$ cat src/rtl/fp_rnd_pkg.sv
package fp_rnd_pkg;

   typedef enum logic [1:0] {
      RM_NEAREST = 2'b00,
      RM_ZERO    = 2'b01,
      RM_POS     = 2'b10,
      RM_NEG     = 2'b11
   } rnd_mode_e;

endpackage

$ cat src/rtl/fp_rnd_decide.sv
module fp_rnd_decide
   import fp_rnd_pkg::*;
(
   input  rnd_mode_e mode,
   input  logic      sign,
   input  logic      lsb,
   input  logic      guard_b,
   input  logic      round_b,
   input  logic      sticky_b,
   output logic      inexact,
   output logic      inc
);

   always_comb begin
      inexact = guard_b | round_b | sticky_b;
      inc     = 1'b0;
      unique case (mode)
         RM_NEAREST: inc = guard_b & (round_b | sticky_b | lsb);
         RM_ZERO:    inc = 1'b0;
         RM_POS:     inc = inexact & ~sign;
         RM_NEG:     inc = inexact & sign;
      endcase
   end

endmodule

$ cat src/rtl/fp_ovf_select.sv
module fp_ovf_select
   import fp_rnd_pkg::*;
(
   input  rnd_mode_e mode,
   input  logic      sign,
   output logic      to_inf
);

   always_comb begin
      to_inf = 1'b0;
      unique case (mode)
         RM_NEAREST: to_inf = 1'b1;
         RM_ZERO:    to_inf = 1'b0;
         RM_POS:     to_inf = ~sign;
         RM_NEG:     to_inf = sign;
      endcase
   end

endmodule

$ cat src/rtl/fp_rnd_incr.sv
module fp_rnd_incr #(
   parameter int W          = 24,
   parameter int SEG_W      = 8,
   parameter int FAST_CARRY = 1
) (
   input  logic [W-1:0] a,
   input  logic         inc,
   output logic [W:0]   sum
);

   localparam int NSEG = (W + SEG_W - 1) / SEG_W;

   initial begin
      assert (W >= 2) else $error("fp_rnd_incr: W must be at least 2");
      assert (SEG_W >= 1) else $error("fp_rnd_incr: SEG_W must be positive");
      assert (FAST_CARRY == 0 || (W % SEG_W) == 0)
         else $error("fp_rnd_incr: W must be a multiple of SEG_W");
   end

   generate
      if (FAST_CARRY != 0) begin : g_seg
         logic [NSEG:0] cy;
         assign cy[0] = inc;
         for (genvar k = 0; k < NSEG; k++) begin : g_blk
            logic [SEG_W-1:0] blk;
            assign blk       = a[k*SEG_W +: SEG_W];
            assign cy[k+1]   = cy[k] & (&blk);
            assign sum[k*SEG_W +: SEG_W] = blk + SEG_W'(cy[k]);
         end
         assign sum[W] = cy[NSEG];
      end else begin : g_ripple
         assign sum = {1'b0, a} + (W+1)'(inc);
      end
   endgenerate

endmodule

$ cat src/rtl/fp_mant_round.sv
module fp_mant_round
   import fp_rnd_pkg::*;
#(
   parameter int MANT_W     = 24,
   parameter int SEG_W      = 8,
   parameter int FAST_CARRY = 1
) (
   input  logic              clk,
   input  logic              rst_n,
   input  logic              in_valid,
   input  logic [MANT_W+1:0] in_mant,
   input  logic              in_sticky,
   input  logic              in_sign,
   input  logic [1:0]        in_mode,
   output logic              out_valid,
   output logic [MANT_W:0]   out_mant,
   output logic              out_up,
   output logic              out_inexact,
   output logic              out_frac_inexact,
   output logic              out_frac_rounded,
   output logic              out_to_inf,
   output logic              out_ovf_flag
);

   localparam int IN_W  = MANT_W + 2;
   localparam int OUT_W = MANT_W + 1;

   initial begin
      assert (MANT_W >= 2) else $error("fp_mant_round: MANT_W too small");
   end

   logic [MANT_W-1:0] kept;
   logic              guard_b;
   logic              round_b;
   rnd_mode_e         mode;
   logic              inexact_c;
   logic              inc_c;
   logic              to_inf_c;
   logic [OUT_W-1:0]  sum_c;

   assign kept    = in_mant[IN_W-1:2];
   assign guard_b = in_mant[1];
   assign round_b = in_mant[0];
   assign mode    = rnd_mode_e'(in_mode);

   fp_rnd_decide u_decide (
      .mode     (mode),
      .sign     (in_sign),
      .lsb      (kept[0]),
      .guard_b  (guard_b),
      .round_b  (round_b),
      .sticky_b (in_sticky),
      .inexact  (inexact_c),
      .inc      (inc_c)
   );

   fp_rnd_incr #(
      .W          (MANT_W),
      .SEG_W      (SEG_W),
      .FAST_CARRY (FAST_CARRY)
   ) u_incr (
      .a   (kept),
      .inc (inc_c),
      .sum (sum_c)
   );

   fp_ovf_select u_ovf (
      .mode   (mode),
      .sign   (in_sign),
      .to_inf (to_inf_c)
   );

   always_ff @(posedge clk or negedge rst_n) begin
      if (!rst_n) begin
         out_valid        <= 1'b0;
         out_mant         <= '0;
         out_up           <= 1'b0;
         out_inexact      <= 1'b0;
         out_frac_inexact <= 1'b0;
         out_frac_rounded <= 1'b0;
         out_to_inf       <= 1'b0;
         out_ovf_flag     <= 1'b0;
      end else begin
         out_valid <= in_valid;
         if (in_valid) begin
            out_mant         <= sum_c;
            out_up           <= inc_c;
            out_inexact      <= inexact_c;
            out_frac_inexact <= inexact_c;
            out_frac_rounded <= inc_c;
            out_to_inf       <= to_inf_c;
            out_ovf_flag     <= to_inf_c;
         end
      end
   end

endmodule

$ cat config.mk
export PLATFORM = sky130hd
export DESIGN_NAME = fp_mant_round
export DESIGN_NICKNAME = d
export VERILOG_FILES = /design/src/rtl/fp_rnd_pkg.sv /design/src/rtl/fp_rnd_decide.sv /design/src/rtl/fp_ovf_select.sv /design/src/rtl/fp_rnd_incr.sv /design/src/rtl/fp_mant_round.sv
export SDC_FILE = /design/constraint.sdc
export NUM_CORES = 1
export LEC_CHECK = 0
export BUFFER_PORTS_ARGS = -buffer_cell sky130_fd_sc_hd__buf_2
export CAP_MARGIN = 25
export CORE_MARGIN = 2
export CORE_UTILIZATION = 42
export CTS_CLUSTER_SIZE = 8
export DETAILED_ROUTE_END_ITERATION = 8
export PLACE_DENSITY_LB_ADDON = 0.1
export SLEW_MARGIN = 30
export SYNTH_ARGS = -nofsm -noshare
export SYNTH_HDL_FRONTEND = slang
export SYNTH_SLANG_ARGS = --single-unit
$ cat constraint.sdc
create_clock -name clk -period 0.8 [get_ports clk]
set_input_delay 0 -clock clk [delete_from_list [all_inputs] [get_ports clk]]
set_output_delay 0 -clock clk [all_outputs]
set_load 0.01 [all_outputs]
==> results.json, run 1 <==
{
  "grt_antenna_before_repair": 0,
  "wirelength_um": 4680,
  "p_clk_frac": 0.247,
  "core_mm2": 0.00339,
  "ant_nets": 0,
  "routabilityCongestion": 0.793,
  "swShare": 0.293,
  "arrival_ns": 1.78,
  "grt_pass1_wl_um": 7420,
  "cts_buffers": 5,
  "drtIter0Drc": 80,
  "fp.dieW_um": 64.0,
  "hold_class": "in -> reg",
  "overflow": 0,
  "seqPwrFrac": 0.455,
  "place_ws_ns": -1.08,
  "h-tree-depth": 2,
  "synth_edf_count": 0,
  "viasPerCell": 5.25,
  "worstPathMaxFanout": 3,
  "period_share": 1.92,
  "endpoint_kind": "flop",
  "setup_viol": 58,
  "grtUsageTotal": 0.232,
  "p_per_area_mw_per_mm2": 1350,
  "grt_max_degree": 27,
  "cp.required_ns": 1.04,
  "synth_fp_nets": 193,
  "p_leak_nw": 1.20,
  "cts_buffer_depth": 2,
  "synth_cells": 154,
  "drc": 0,
  "intPower_mw": 2.62,
  "vias": 1638,
  "violations": "negative setup slack",
  "synth_warnings": 0,
  "avgSynthCellArea_um2": 9.82,
  "outcome": "finished, violations left",
  "synthDistinctLibCells": 25,
  "placementRows": 21,
  "grt_setup_unrepaired": "yes",
  "initial_core_util": 0.446,
  "switchingPower_mw": 1.09,
  "worst_slack_ns": -0.733,
  "hold_viol": 0,
  "die_area_mm2": 0.00410,
  "post-dp-hpwl_um": 3030,
  "grt_pass1_vias": 1669,
  "clk_pin_slew_ns": 0.09,
  "cp-start-kind": "input port",
  "critPathKind": "in -> reg",
  "drt-pass1-iter-count": 4,
  "maxSlewViolCount": 0,
  "dieHeight_um": 64.0,
  "slew-limit-headroom": 0.774,
  "yosysSeqAreaShare": 0.480,
  "syn_to_final_growth_pct": 81.4,
  "nets": 305,
  "fin_hold_ws_ns": 0.0204,
  "ys.flop_type": "dfrtp_1",
  "fin_skew_ns": 0,
  "root_buffer": "clkbuf_4",
  "min_period_ns": 1.53,
  "io_buffers": 64,
  "synthArstFlopShare": 1.00,
  "tritoncts": "yes",
  "fillCellCount": 209,
  "max_slew.worst_pin.slew_ns": 0.339,
  "syn-cell-area_mm2": 0.00151,
  "wl_per_cell_um": 15.0,
  "n_antenna_cell": 0,
  "power.total_mw": 3.71,
  "ir_drop_mv": 1.02,
  "max_freq_mhz": 653,
  "ys_ff_latch": 29,
  "drive_gt1_frac": 0.594,
  "cts_sinks": 29,
  "rrSetupSlack_ns": -0.01,
  "clk_latency_ns": 0.31,
  "p_comb_frac": 0.298,
  "maxCapViolCount": 0,
  "io-pin-count": 65
}
-- registers in the layout, summed over array words and instances (netlist names) --
name	flops
out_to_inf	1
out_frac_rounded	1
out_valid	1
out_frac_inexact	1
out_mant	25
-- power by group through the flow --
stage	Combinational [mW]	Clock, mW	Sequential, mW
after detailed placement	0.890	0	1.71
final	1.11	0.916	1.69
after CTS	1.02	0.944	1.68
after global routing	1.20	0.990	1.71
after floorplan	0.327	0	1.78
after global placement	0.869	0	1.70
-- cell type report --
class                      instances  area, µm²  area share
inverter                           5       21.3     0.00775
timing repair buffer             113        887       0.323
multi-input combinational        112        997       0.363
tap                               46       57.6      0.0210
sequential                        29        726       0.264
clock buffer                       7       55.1      0.0201
-- kinds of logic (layout without fill, tap and decap cells) --
family | after synthesis | after routing | share of synthesized area
XOR/XNOR | 11 | 11 | 0.0637
AND/OR/NAND/NOR | 57 | 57 | 0.192
flip-flops | 29 | 29 | 0.480
multiplexers | 8 | 8 | 0.0596
buffers and inverters | 13 | 125 | 0.0397
adder cells (fa/ha/maj) | 6 | 6 | 0.0496
AO/OA/AOI/OAI | 30 | 30 | 0.116
-- cells in the mapped netlist, types with 4 or more instances --
cell type / instances / share of area
nand2_1: 5 / 0.012
mux2_2: 8 / 0.060
clkbuf_1: 5 / 0.012
xnor2_1: 4 / 0.023
or3_1: 10 / 0.041
xor2_1: 7 / 0.041
ha_1: 6 / 0.050
inv_1: 5 / 0.012
o21ai_0: 8 / 0.026
nand3_1: 9 / 0.030
nand4_1: 7 / 0.029
a21oi_1: 10 / 0.033
a31oi_1: 9 / 0.037
nor2_1: 20 / 0.050
dfrtp_1: 29 / 0.48
-- worst paths after layout --
kind                              start               end  depth (start not counted)
max                          in_mant[4]      out_mant[21]                          9
min                            in_valid         out_valid                          2
max reg2reg                out_mant[24]      out_mant[24]                          3
min reg2reg                 out_mant[0]       out_mant[0]                          1
max in group asynchronous         rst_n      out_mant[11]                          3
min in group asynchronous         rst_n  out_frac_inexact                          2
-- what timing repair did --
item | in CTS | in global routing
hold endpoints to repair | 32 | 0
gates cloned | 0 | 0
hold buffers | 4 | 0
gates resized for setup | 43 | 15
setup buffers | 5 | 8
pin swaps | 31 | 17
endpoints found under the setup margin | 57 | 58
-- routing by layer --
| metal | vias to the layer above | global-route usage | routed length [µm] |
|---|---|---|---|
| li1 | 779 | - | - |
| met1 | 795 | 0.261 | 1760 |
| met2 | 58 | 0.447 | 2630 |
| met3 | 6 | 0.0335 | 231 |
| met4 | 0 | 0.0652 | 58 |
| met5 | - | 0 | 0 |
-- worst max-delay path, cell delays in order --
cell     delay, ns
buf_2         0.09
nand4_1       0.12
or4_4         0.58
nor2_4        0.11
ha_4          0.16
buf_6         0.11
nand2_4       0.04
or3_1         0.38
a31oi_1       0.17
-- cells in the final DEF (no fill, tap or decap), drive strengths merged --
cell type / Yosys / layout
buf: 3 / 109
nor2: 20 / 20
nand3: 9 / 9
or4: 2 / 2
inv: 5 / 5
ha: 6 / 6
nor3b: 1 / 1
a32oi: 1 / 1
xnor2: 4 / 4
a31oi: 9 / 9
nand2b: 1 / 1
dfrtp: 29 / 29
nand4: 7 / 7
dlygate4sd3: 0 / 4
nor3: 1 / 1
nand2: 5 / 5
mux2: 8 / 8
xor2: 7 / 7
a21oi: 10 / 10
clkbuf: 5 / 7
o31ai: 2 / 2
or3: 11 / 11
o21ai: 8 / 8
-- metrics by stage --
step	instance area [µm²]	cells	utilization	setup TNS (ns)
after floorplan	1650	154	-	-15.12
after global placement	2270	289	0.671	-21.23
after detailed placement	2270	289	0.671	-22.00
after CTS	2610	305	0.771	-14.21
after global routing	2740	312	0.810	-16.75
final	2740	312	0.810	-14.58
Power figures use the tool's default switching activity.
==> run 2: changes to the inputs <==
--- a/config.mk
+++ b/config.mk
@@ -11,7 +11,7 @@
 export CORE_UTILIZATION = 42
 export CTS_CLUSTER_SIZE = 8
 export DETAILED_ROUTE_END_ITERATION = 8
-export PLACE_DENSITY_LB_ADDON = 0.1
+export PLACE_DENSITY = 0.75
 export SLEW_MARGIN = 30
 export SYNTH_ARGS = -nofsm -noshare
 export SYNTH_HDL_FRONTEND = slang
==> run 2 against run 1 <==
Compared with the run above:
- the flow still finishes with violations (negative setup slack)
- sequential cell count did not move
- clock skew did not move
- via count rose by 2.9%
- die area did not move
- clock power rose by 39%
- sequential power barely moved
- critical path depth did not move
- register-to-register slack got worse by 0.03 ns
- power rose by 9.5%
- critical path type unchanged
==> results.json, run 2 (synthesis gave the netlist of run 1 again) <==
{
  "final_area_mm2": 0.00275,
  "tritoncts": "yes",
  "hold_class": "in -> reg",
  "h-tree-depth": 2,
  "syn_to_final_growth_pct": 81.6,
  "critPathKind": "in -> reg",
  "grt_pass1_wl_um": 7250,
  "fillCellCount": 183,
  "drt-pass1-iter-count": 4,
  "n_antenna_cell": 0,
  "fin_hold_ws_ns": 0.0201,
  "worst-path-buf-inv": 2,
  "seqPwrFrac": 0.416,
  "root_buffer": "clkbuf_4",
  "min_period_ns": 1.50,
  "crit_family": "simple AND/OR/NAND/NOR gates",
  "io_buffers": 64,
  "swShare": 0.274,
  "cts_buffers": 5,
  "dieHeight_um": 64.0,
  "cp_slowest_cell": "or4_4",
  "largest_reg_flops": 25,
  "intPower_mw": 2.95,
  "worst_slack_ns": -0.697,
  "slew-limit-headroom": 0.779,
  "grt_setup_unrepaired": "yes",
  "cts_buffer_depth": 2,
  "drtIter0Drc": 117,
  "initial_core_util": 0.446,
  "layout_commonest_cell": "buf_2",
  "max_slew.worst_pin.slew_ns": 0.332,
  "worstPathMaxFanout": 3,
  "crit_chain": "buf_6 > nand4_1 > or4_4 > nor2_4 > ha_4 > ha_4 > inv_1 > or3_1 > a31oi_1",
  "die_area_mm2": 0.00410,
  "layout_common_cells": "buf_2, buf_4, dfrtp_1, buf_6, nor2_1",
  "io-pin-count": 65,
  "p_leak_nw": 1.21,
  "startpoint": "in_mant[15]",
  "endpoint_kind": "flop",
  "maxSlewViolCount": 0,
  "core_mm2": 0.00339,
  "drc": 0,
  "path_common_cell": "ha_4",
  "overflow": 0,
  "worstHoldStart": "in_mant[17]",
  "maxCapViolCount": 0,
  "viasPerCell": 5.25,
  "post-dp-hpwl_um": 2890,
  "vias": 1685,
  "grt_antenna_before_repair": 0,
  "grt_max_degree": 30,
  "p_clk_frac": 0.312,
  "switchingPower_mw": 1.11,
  "period_share": 1.87,
  "fin_skew_ns": 0,
  "cp.required_ns": 1.06,
  "hold_viol": 0,
  "arrival_ns": 1.76,
  "p_comb_frac": 0.272,
  "max_stage_delay_ns": 0.56,
  "setup_viol": 59,
  "ir_drop_mv": 1.22,
  "ant_nets": 0,
  "outcome": "finished, violations left",
  "top_register": "out_mant",
  "postLayoutCoreUtil": 0.811,
  "placementRows": 21,
  "grtUsageTotal": 0.234,
  "place_ws_ns": -1.11,
  "dpl_cell_area_mm2": 0.00228,
  "cp-start-kind": "input port",
  "nets": 313,
  "routabilityCongestion": 0.813,
  "power.total_mw": 4.07,
  "clk_latency_ns": 0.33,
  "drive_gt1_frac": 0.596,
  "p_per_area_mw_per_mm2": 1480,
  "wirelength_um": 4880,
  "violations": "negative setup slack",
  "max_freq_mhz": 668,
  "fp.dieW_um": 64.0,
  "cts_sinks": 29,
  "grt_pass1_vias": 1635,
  "clk_pin_slew_ns": 0.09,
  "wl_per_cell_um": 15.2,
  "reg2reg_from": "out_mant[7]"
}
==> run 2: cell types whose count changed in the layout (fill, tap and decap cells not counted), sizes merged <==
| cell | change |
|---|---|
| buf | +6 |
| dlygate4sd3 | +2 |
| bufinv | +1 |
==> run 2: cell type report <==
cell class	count	area [µm²]	share of cell area
Clock buffer	7	55.1	0.0200
Sequential cell	29	726	0.264
Multi-Input combinational cell	112	968	0.352
Clock inverter	1	30.0	0.0109
Tap cell	46	57.6	0.0209
Inverter	5	18.8	0.00683
Timing Repair Buffer	121	892	0.325
==> run 2: power groups by stage <==
stage / logic [mW] / clock network (mW) / registers [mW]
global route: 1.19 / 1.38 / 1.71
CTS: 1.05 / 1.29 / 1.68
finish: 1.11 / 1.27 / 1.69
global placement: 0.874 / 0 / 1.71
floorplan: 0.327 / 0 / 1.78
detailed placement: 0.893 / 0 / 1.71
==> run 2: worst paths after layout <==
| check | end | slack (ns) | cells past startpoint |
|---|---|---|---|
| worst max-delay path | out_mant[22] | -0.70 | 9 |
| worst min-delay path | out_mant[15] | 0.02 | 4 |
| worst max register to register | out_mant[7] | -0.04 | 3 |
| worst min register to register | out_mant[0] | 0.51 | 1 |
| max in group asynchronous | out_mant[12] | 0.50 | 3 |
| min in group asynchronous | out_to_inf | 0.13 | 3 |
==> run 2: metrics by stage <==
| step | setup TNS, ns | cells |
|---|---|---|
| final | -15.95 | 321 |
| after global routing | -17.83 | 321 |
| after CTS | -14.88 | 319 |
| after detailed placement | -22.59 | 293 |
| after global placement | -22.02 | 293 |
| after floorplan | -15.12 | 154 |
==> run 2: per-layer routing <==
metal,share of wire,global-route usage,vias to the layer above
li1,-,-,794
met1,0.39,0.253,803
met2,0.52,0.413,71
met3,0.048,0.0493,17
met4,0.040,0.147,0
met5,0,0,-
==> run 2: worst reg2reg max path: cells and delay by family, from the launching register on <==
| kind | cells | cell delay [ns] |
|---|---|---|
| compound gates | 1 | 0.07 |
| buf+inv | 1 | 0.13 |
| flops | 1 | 0.40 |
| simple gates | 1 | 0.11 |
==> run 2: repair_timing <==
action                                  CTS  global route
hold endpoints to repair                 33             0
endpoints found under the setup margin   57            59
pin swaps                                24            11
hold buffers                              6             0
resized for setup                        33            11
setup buffers                            12             3
